===== config.mk =====
export PLATFORM = sky130hd
export DESIGN_NAME = owsr_search_responder
export DESIGN_NICKNAME = d
export VERILOG_FILES = /design/src/rtl/owsr_pkg.sv /design/src/rtl/owsr_idbit_pick.sv /design/src/rtl/owsr_switch_reg.sv /design/src/rtl/owsr_search_responder.sv
export SDC_FILE = /design/constraint.sdc
export NUM_CORES = 1
export LEC_CHECK = 0
export ABC_CLOCK_PERIOD_IN_PS = 2440
export BUFFER_PORTS_ARGS = -buffer_cell sky130_fd_sc_hd__buf_2
export CAP_MARGIN = 20
export CORE_MARGIN = 5
export CORE_UTILIZATION = 39
export DETAILED_ROUTE_END_ITERATION = 8
export GPL_TIMING_DRIVEN = 0
export PLACE_DENSITY_LB_ADDON = 0.25
export SLEW_MARGIN = 20
export SYNTH_ARGS = -nofsm -noshare
export SYNTH_HDL_FRONTEND = slang
export SYNTH_SLANG_ARGS = --single-unit
export TNS_END_PERCENT = 30

===== constraint.sdc =====
create_clock -name clk -period 2.44 [get_ports clk]
set_input_delay 0.122 -clock clk [delete_from_list [all_inputs] [get_ports clk]]
set_output_delay 0.122 -clock clk [all_outputs]
set_load 0.02 [all_outputs]

===== src/rtl/owsr_pkg.sv =====
`timescale 1ns/1ps
package owsr_pkg;
    typedef enum logic [2:0] {
        PH_IDLE   = 3'd0,
        PH_TRUE   = 3'd1,
        PH_COMP   = 3'd2,
        PH_CHOICE = 3'd3,
        PH_SEL    = 3'd4,
        PH_WAIT   = 3'd5
    } phase_e;
endpackage


===== src/rtl/owsr_idbit_pick.sv =====
`timescale 1ns/1ps
module owsr_idbit_pick #(
    parameter int ID_W = 64,
    parameter int IW   = 6
) (
    input  logic [ID_W-1:0] id_vec,
    input  logic [IW-1:0]   sel,
    output logic            bit_o
);
    logic [ID_W-1:0] hit;

    for (genvar g = 0; g < ID_W; g++) begin : g_pick
        assign hit[g] = id_vec[g] && (sel == IW'(g));
    end

    assign bit_o = |hit;
endmodule


===== src/rtl/owsr_switch_reg.sv =====
`timescale 1ns/1ps
module owsr_switch_reg (
    input  logic clk,
    input  logic rst_n,
    input  logic flip,
    output logic on_o
);
    logic on_d, on_q;

    always_comb begin
        on_d = on_q;
        if (flip) on_d = ~on_q;
    end

    always_ff @(posedge clk or negedge rst_n) begin
        if (!rst_n) on_q <= 1'b0;
        else        on_q <= on_d;
    end

    assign on_o = on_q;
endmodule


===== src/rtl/owsr_search_responder.sv =====
`timescale 1ns/1ps
module owsr_search_responder
    import owsr_pkg::*;
#(
    parameter int          ID_W       = 64,
    parameter logic [7:0]  CODE_ALL   = 8'hF0,
    parameter logic [7:0]  CODE_ARMED = 8'hEC
) (
    input  logic                     clk,
    input  logic                     rst_n,
    input  logic [ID_W-1:0]          rom_id,
    input  logic                     bus_reset,
    input  logic                     cmd_valid,
    input  logic [7:0]               cmd_code,
    input  logic                     read_slot,
    input  logic                     write_slot,
    input  logic                     write_bit,
    input  logic                     pio_sense,
    output logic                     drive_bit,
    output logic                     in_search,
    output logic                     selected,
    output logic                     sw_on,
    output logic [$clog2(ID_W)-1:0]  bit_idx
);
    localparam int IW = $clog2(ID_W);
    localparam logic [IW-1:0] LAST = IW'(ID_W - 1);

    typedef struct packed {
        phase_e        ph;
        logic [IW-1:0] idx;
    } core_t;

    core_t cur_q, cur_d;
    logic  flip_d;
    logic  own_bit;

    owsr_idbit_pick #(.ID_W(ID_W), .IW(IW)) u_pick (
        .id_vec (rom_id),
        .sel    (cur_q.idx),
        .bit_o  (own_bit)
    );

    owsr_switch_reg u_sw (
        .clk   (clk),
        .rst_n (rst_n),
        .flip  (flip_d),
        .on_o  (sw_on)
    );

    always_comb begin
        cur_d  = cur_q;
        flip_d = 1'b0;
        if (bus_reset) begin
            cur_d.ph  = PH_IDLE;
            cur_d.idx = '0;
        end else begin
            unique case (cur_q.ph)
                PH_IDLE: begin
                    if (cmd_valid) begin
                        if (cmd_code == CODE_ALL)
                            cur_d.ph = PH_TRUE;
                        else if (cmd_code == CODE_ARMED)
                            cur_d.ph = sw_on ? PH_TRUE : PH_WAIT;
                    end
                end
                PH_TRUE:   if (read_slot) cur_d.ph = PH_COMP;
                PH_COMP:   if (read_slot) cur_d.ph = PH_CHOICE;
                PH_CHOICE: begin
                    if (write_slot) begin
                        if (write_bit != own_bit) begin
                            cur_d.ph = PH_WAIT;
                        end else if (cur_q.idx == LAST) begin
                            cur_d.ph = PH_SEL;
                            flip_d   = 1'b1;
                        end else begin
                            cur_d.idx = cur_q.idx + 1'b1;
                            cur_d.ph  = PH_TRUE;
                        end
                    end
                end
                default: cur_d = cur_q;
            endcase
        end
    end

    always_ff @(posedge clk or negedge rst_n) begin
        if (!rst_n) begin
            cur_q.ph  <= PH_IDLE;
            cur_q.idx <= '0;
        end else begin
            cur_q <= cur_d;
        end
    end

    always_comb begin
        unique case (cur_q.ph)
            PH_TRUE: drive_bit = own_bit;
            PH_COMP: drive_bit = ~own_bit;
            PH_SEL:  drive_bit = pio_sense;
            default: drive_bit = 1'b1;
        endcase
    end

    assign in_search = (cur_q.ph == PH_TRUE) || (cur_q.ph == PH_COMP) ||
                       (cur_q.ph == PH_CHOICE);
    assign selected  = (cur_q.ph == PH_SEL);
    assign bit_idx   = cur_q.idx;

    a_r10_reset_clears: assert property (@(posedge clk) disable iff (!rst_n)
        bus_reset |=> (bit_idx == '0) && !in_search && !selected);

    a_r5_index_steps_by_one: assert property (@(posedge clk) disable iff (!rst_n)
        !$stable(bit_idx) |-> (bit_idx == '0) || (bit_idx == $past(bit_idx) + 1'b1));

    a_r7_flip_on_select: assert property (@(posedge clk) disable iff (!rst_n)
        $rose(selected) |-> (sw_on != $past(sw_on)));

    a_r11_switch_only_on_select: assert property (@(posedge clk) disable iff (!rst_n)
        !$stable(sw_on) |-> $rose(selected));

    a_r6_silent_after_dropout: assert property (@(posedge clk) disable iff (!rst_n)
        ($fell(in_search) && !selected && !$past(bus_reset)) |-> drive_bit);
endmodule


# ---- After elaboration in Yosys (flattened, before gate mapping)
# Index checks and enable logic that the tools add are counted.
dict set report word_totals {
  register_bits 10
  latch_bits 0
  word_cells 177
  ram_bits 0
  input_bits 80
  mem_bits_ro 0
  n_memories 0
  output_inout_bits 10
}
dict set report op_classes {
  mul 0
  reduce_logical 74
  shifts 0
  n_bitwise 2
  magnitude_cmp 0
  addsub 1
  n_mux 20
  div 0
  eq_ne 77
}
# cell n
set op_table {}
lappend op_table {{6-bit equality test (second input constant)} 32}
lappend op_table {{6-bit by 5-bit equality test with 1-bit output (second input constant)} 16}
lappend op_table {{1-bit logical AND} 64}
lappend op_table {{64-bit OR reduction} 1}
lappend op_table {{6-bit by 4-bit equality test with 1-bit output (second input constant)} 8}
lappend op_table {{6-bit by 3-bit equality test with 1-bit output (second input constant)} 4}
lappend op_table {{3-bit two-way mux} 8}
lappend op_table {{6-bit two-way mux} 3}
lappend op_table {{9-bit two-way mux} 2}
lappend op_table {{8-bit equality test (second input constant)} 2}
lappend op_table {{6-bit by 2-bit equality test with 1-bit output (second input constant)} 2}
lappend op_table {{3-bit inequality test (second input constant)} 4}
lappend op_table {{3-bit one-hot mux with 4 select lines} 1}
lappend op_table {{6-bit by 1-bit adder with 6-bit output (second input constant)} 1}
lappend op_table {{3-bit by 2-bit equality test with 1-bit output (second input constant)} 2}
lappend op_table {{6-bit by 1-bit equality test with 1-bit output (second input constant)} 1}
lappend op_table {{6-bit zero test} 1}
lappend op_table {{6-bit AND reduction} 1}
lappend op_table {{1-bit two-way mux} 5}
lappend op_table {{5-bit nonzero test} 1}
lappend op_table {{2-bit inequality test (second input constant)} 2}
lappend op_table {{4-bit inequality test (second input constant)} 1}
lappend op_table {{4-bit AND reduction} 1}
lappend op_table {{2-bit nonzero test} 2}
lappend op_table {{other kinds (7)} 9}

# ---- Depth between registers and ports, before layout
dict set report depth {
  ltp_word 8
  depth_mapped 11
  depth_no_buf 10
}

# ---- Modules after synthesis
# Synthesis repeated with hierarchy kept, for this count alone.
dict set report unflattened {
  cells_unflattened 185
  hier_area_um2 1530.2
}
# module instances seq_area_each_um2 cells_each area_per_inst_um2
set by_module_without_submodules {}
lappend by_module_without_submodules {owsr_idbit_pick 1 0.0 102 752.0}
lappend by_module_without_submodules {owsr_search_responder 1 225.2 81 744.5}
lappend by_module_without_submodules {owsr_switch_reg 1 25.0 2 33.8}

# ---- Least setup slack after synthesis
# OpenSTA, ideal clock, no wires.
dict set report synth_timing {
  path_kind {register to register}
  startpoint {register cur_q (netlist bit bit_idx[0])}
  endpoint {register cur_q (netlist bit bit_idx[3])}
  setup_time_ps 78
  period_less_slack_ps 2664
  setup_slack_ps -224
  arrival_ps 2586
  t_required_ps 2362
  stages_incl_launch_ff 12
  cell_sequence {dfrtp_1 inv_1 ha_1 buf_4 a22o_1 a21oi_1 a32oi_1 o32ai_2 mux2i_1 nor2_4 or3_1 a21oi_1}
}
dict set report synth_between {
  elab_chain_len 6
}
# element line
set synth_lines {}
lappend synth_lines {{start, declared} owsr_search_responder.sv:33} ;# core_t cur_q, cur_d;
lappend synth_lines {{start signal, assigned} owsr_search_responder.sv:91} ;# cur_q <= cur_d;
lappend synth_lines {{6-bit by 1-bit adder with 6-bit output, or another cell as far along} owsr_search_responder.sv:76} ;# cur_d.idx = cur_q.idx + 1'b1;
lappend synth_lines {{6-bit two-way mux or 1-bit logical AND (tied branches)} {owsr_search_responder.sv:72, owsr_idbit_pick.sv:13}}
lappend synth_lines {{6-bit two-way mux or 64-bit OR reduction (tied branches)} {owsr_search_responder.sv:70, owsr_idbit_pick.sv:16}}
lappend synth_lines {{9-bit two-way mux or 1-bit inequality test (tied branches)} {owsr_search_responder.sv:69, owsr_search_responder.sv:70}}
lappend synth_lines {{6-bit two-way mux or 2-bit inequality test (tied branches)} --}
lappend synth_lines {{9-bit two-way mux or 4-bit AND reduction (tied branches)} --}
# Parallel ways exist; a longest one is shown, timed or not. The select of a mux whose other input is x is not followed.
# A chain may end at the register's enable or synchronous reset.

# ---- Worst setup path after layout
dict set report layout_timing {
  startpoint {register cur_q (netlist bit bit_idx[1])}
  endpoint {register cur_q (netlist bit bit_idx[3])}
}
# The elaborated chain is that of the path after synthesis.

==> qor.txt <==
RSZ-0062 raised after global routing - true
Worst setup EP type - register
Met2 WL post-DR - 2294 um
Die Area - 4952 um^2
Slew Limit Headroom - 0.6628
CP Launch Type - register
Syn_nets - 260
Gpl congestion - 0.8673
Highest net fanout along the worst path - 8
Area used by multi-input combinational logic - 1146 um^2
Post-synth EDFFs - 0
Final hold vios - 0
Most frequent cells in the layout - 89 x buf_2, 22 x buf_4, 17 x nand2_1
Yosys reg bits - 10
Starting Density - 0.3942
Worst EP arrival - 2850 ps
P&R area growth vs syn - 59.24%
Post-layout util - 0.6277
Period utilization - 1.099
# port buffers - 88
P_leak - 1.041 nW
CTS max path bufs - 2
Status - finished with violations
Pre-CTS setup slack - -324.8 ps
Required time of the critical path - 2610 ps
Pin count of the biggest net entering global routing - 11
Htree depth - 1
Min Clock Period, post-route - 2682 ps
Crit Path Class - reg -> reg
Commonest non-fill, non-tap cell in the layout - buf_2
Synth Flop Type - dfrtp_1
NetSw - 0.1146 mW
Total Wirelength - 4819 um
Post-route worst setup slack - -242.2 ps
Post-route non-filler standard cell count - 331
Maxcap violations - 0
Sw frac - 0.2310
Cells after synthesis - 176
Global-route wire length before repair - 7576 um
Ys async rst share - 1.000
Sequential cell area fraction in the yosys report - 0.1761
Comb power frac - 0.241
Final setup fails - 9
Final Max Tran Viols - 0
Failing checks - negative setup slack
Final antenna-violating net count - 0
Clock share of power - 0.424
VDD IR-drop max - 0.0003260 V
Number of I/O pins - 90
Total CTS buffers - 3
First-pass detailed-route iteration total - 5
FILL cells - 342
DRC viols - 0
PwrDens - 219.2 nW/um^2
Grt ovf - 0
Clock-pin slew on the worst setup and hold paths - 50 ps
Synth Warn # - 0
Syn_area_per_cell - 8.076 um^2
N_diodes - 0
Initial DRC Count - 96
Core Box Area - 3606 um^2
Nets - 368
Die X - 70.37 um
Worst Tran Pin Value - 505.7 ps
CTS sink count - 10
Achievable frequency - 372.8 MHz
Skew-Pair Late Insertion Delay - 240 ps
Initial antenna violation count - 0
CTS tree - yes
Row count - 22
M1 WL - 2054 um
Placed instance count - 312
Hpwl dp - 3684 um
Die height - 70.37 um
Hold Crit Class - in -> reg
WL per Instance - 14.56 um
Via density - 5.369
Mapped cell area - 1421 um^2
Vias in the first global route - 1748
Part of the power in registers - 0.335
Met3 WL - 441 um
Clock Skew - 7.468 ps
Root buf cell - clkbuf_8
Total GRT Usage - 0.1809
Top sig layer - met4
Post-synth cell types - 52
Share of post-route cells with drive strength above 1 - 0.5548
Storage cell area - 252.7 um^2
Int Pwr - 0.3815 mW
Routed via count - 1777
## synthesized netlist by cell type, types with 2 or more instances
master	count	area, um^2
buf_2	3	15.01
o21ai_0	8	40.04
a222oi_1	6	60.06
nor2b_1	2	12.51
nand4_1	3	18.77
and3b_1	2	17.52
dfrtp_1	10	250.2
or3_1	4	25.02
nand3_1	7	35.03
buf_6	2	22.52
o211ai_1	2	15.01
a21oi_1	7	35.03
clkbuf_1	2	7.510
nand2_1	18	67.56
nor4bb_1	2	20.02
buf_4	12	90.09
and2_1	2	12.51
nor3b_1	3	22.52
ha_1	4	50.05
a32oi_1	2	17.52
xor2_1	3	26.28
a31oi_1	7	43.79
nor3_1	5	25.02
a22oi_1	6	45.04
mux2i_1	4	40.04
mux2_2	7	78.83
a22o_1	3	26.28
nor2_1	13	48.80
inv_1	4	15.01
## power groups by stage
stage	clock network, mW	logic, mW	registers [mW]
after global placement	0	0.104	0.169
after global routing	0.223	0.131	0.166
after CTS	0.212	0.115	0.166
final	0.210	0.119	0.166
after floorplan	0	0.0339	0.169
after detailed placement	0	0.105	0.169
## metal layers
layer,vias to the layer above,GRT usage
li1,886,-
met1,808,0.2209
met2,79,0.3233
met3,4,0.03741
met4,0,0.03830
met5,-,0
## area by class of cell
| type | count | share of cell area |
|---|---|---|
| flip-flops and latches | 10 | 0.1117 |
| clock buffers | 4 | 0.02432 |
| inverters | 5 | 0.01050 |
| well taps | 48 | 0.02653 |
| plain buffers | 18 | 0.06744 |
| repair buffers | 104 | 0.2532 |
| multi-input cells | 142 | 0.5064 |
## critical path: stages (launching register included)
cell	delay [ps]
dfrtp_2	450
buf_4	160
ha_4	180
buf_8	140
a222oi_1	240
mux2_4	210
a32oi_1	60
o32ai_2	130
buf_4	180
mux2i_4	260
nor2_4	90
or3_4	370
a21oi_2	130
## cells by family (layout without fill, tap and decap cells)
group	Yosys count	count (layout)	share of synthesized area
compound gates	53	53	0.2896
xor+xnor	4	4	0.02465
fa+ha+maj	4	4	0.03521
buf+inv	24	131	0.1083
flops	10	10	0.1761
mux	13	13	0.1100
simple gates	68	68	0.2562
## metrics by stage
stage	TNS (ps)	hold slack, ps	instance area [um^2]	total power, mW
after global routing	-2681	219.9	2263	0.5208
after global placement	-1940	-2.541	1999	0.2732
after CTS	-1967	191.0	2192	0.4937
final	-1390	185.6	2263	0.4961
after floorplan	-114.9	-173.6	1499	0.2031
after detailed placement	-2087	-3.682	1999	0.2746
## path summary, 6_finish.rpt
| kind | from | cells past startpoint | slack [ps] | end |
|---|---|---|---|---|
| max | bit_idx[1]$_DFFE_PN0P_ | 12 | -240 | bit_idx[3]$_DFFE_PN0P_ |
| min | read_slot | 3 | 190 | cur_q[7]$_DFFE_PN0P_ |
| max reg2reg | bit_idx[1]$_DFFE_PN0P_ | 12 | -240 | bit_idx[3]$_DFFE_PN0P_ |
| min reg2reg | u_sw.on_o$_DFFE_PN0P_ | 1 | 500 | u_sw.on_o$_DFFE_PN0P_ |
| max in group asynchronous | rst_n | 2 | 1960 | bit_idx[0]$_DFFE_PN0P_ |
| min in group asynchronous | rst_n | 2 | 260 | cur_q[7]$_DFFE_PN0P_ |
## repair_timing
| item | in CTS | in global routing |
|---|---|---|
| buffers inserted | 10 | 5 |
| hold buffers | 1 | 0 |
| endpoints found under the setup margin | 9 | 10 |
| pin swaps | 11 | 11 |
| gates resized for setup | 13 | 9 |
| endpoints found under the hold margin | 10 | 0 |
## flip-flops by register name (all words and copies together) (netlist names)
register	count
cur_q	3
bit_idx	6
u_sw.on_o	1
Note: power is estimated with default switching activity, not from simulation.
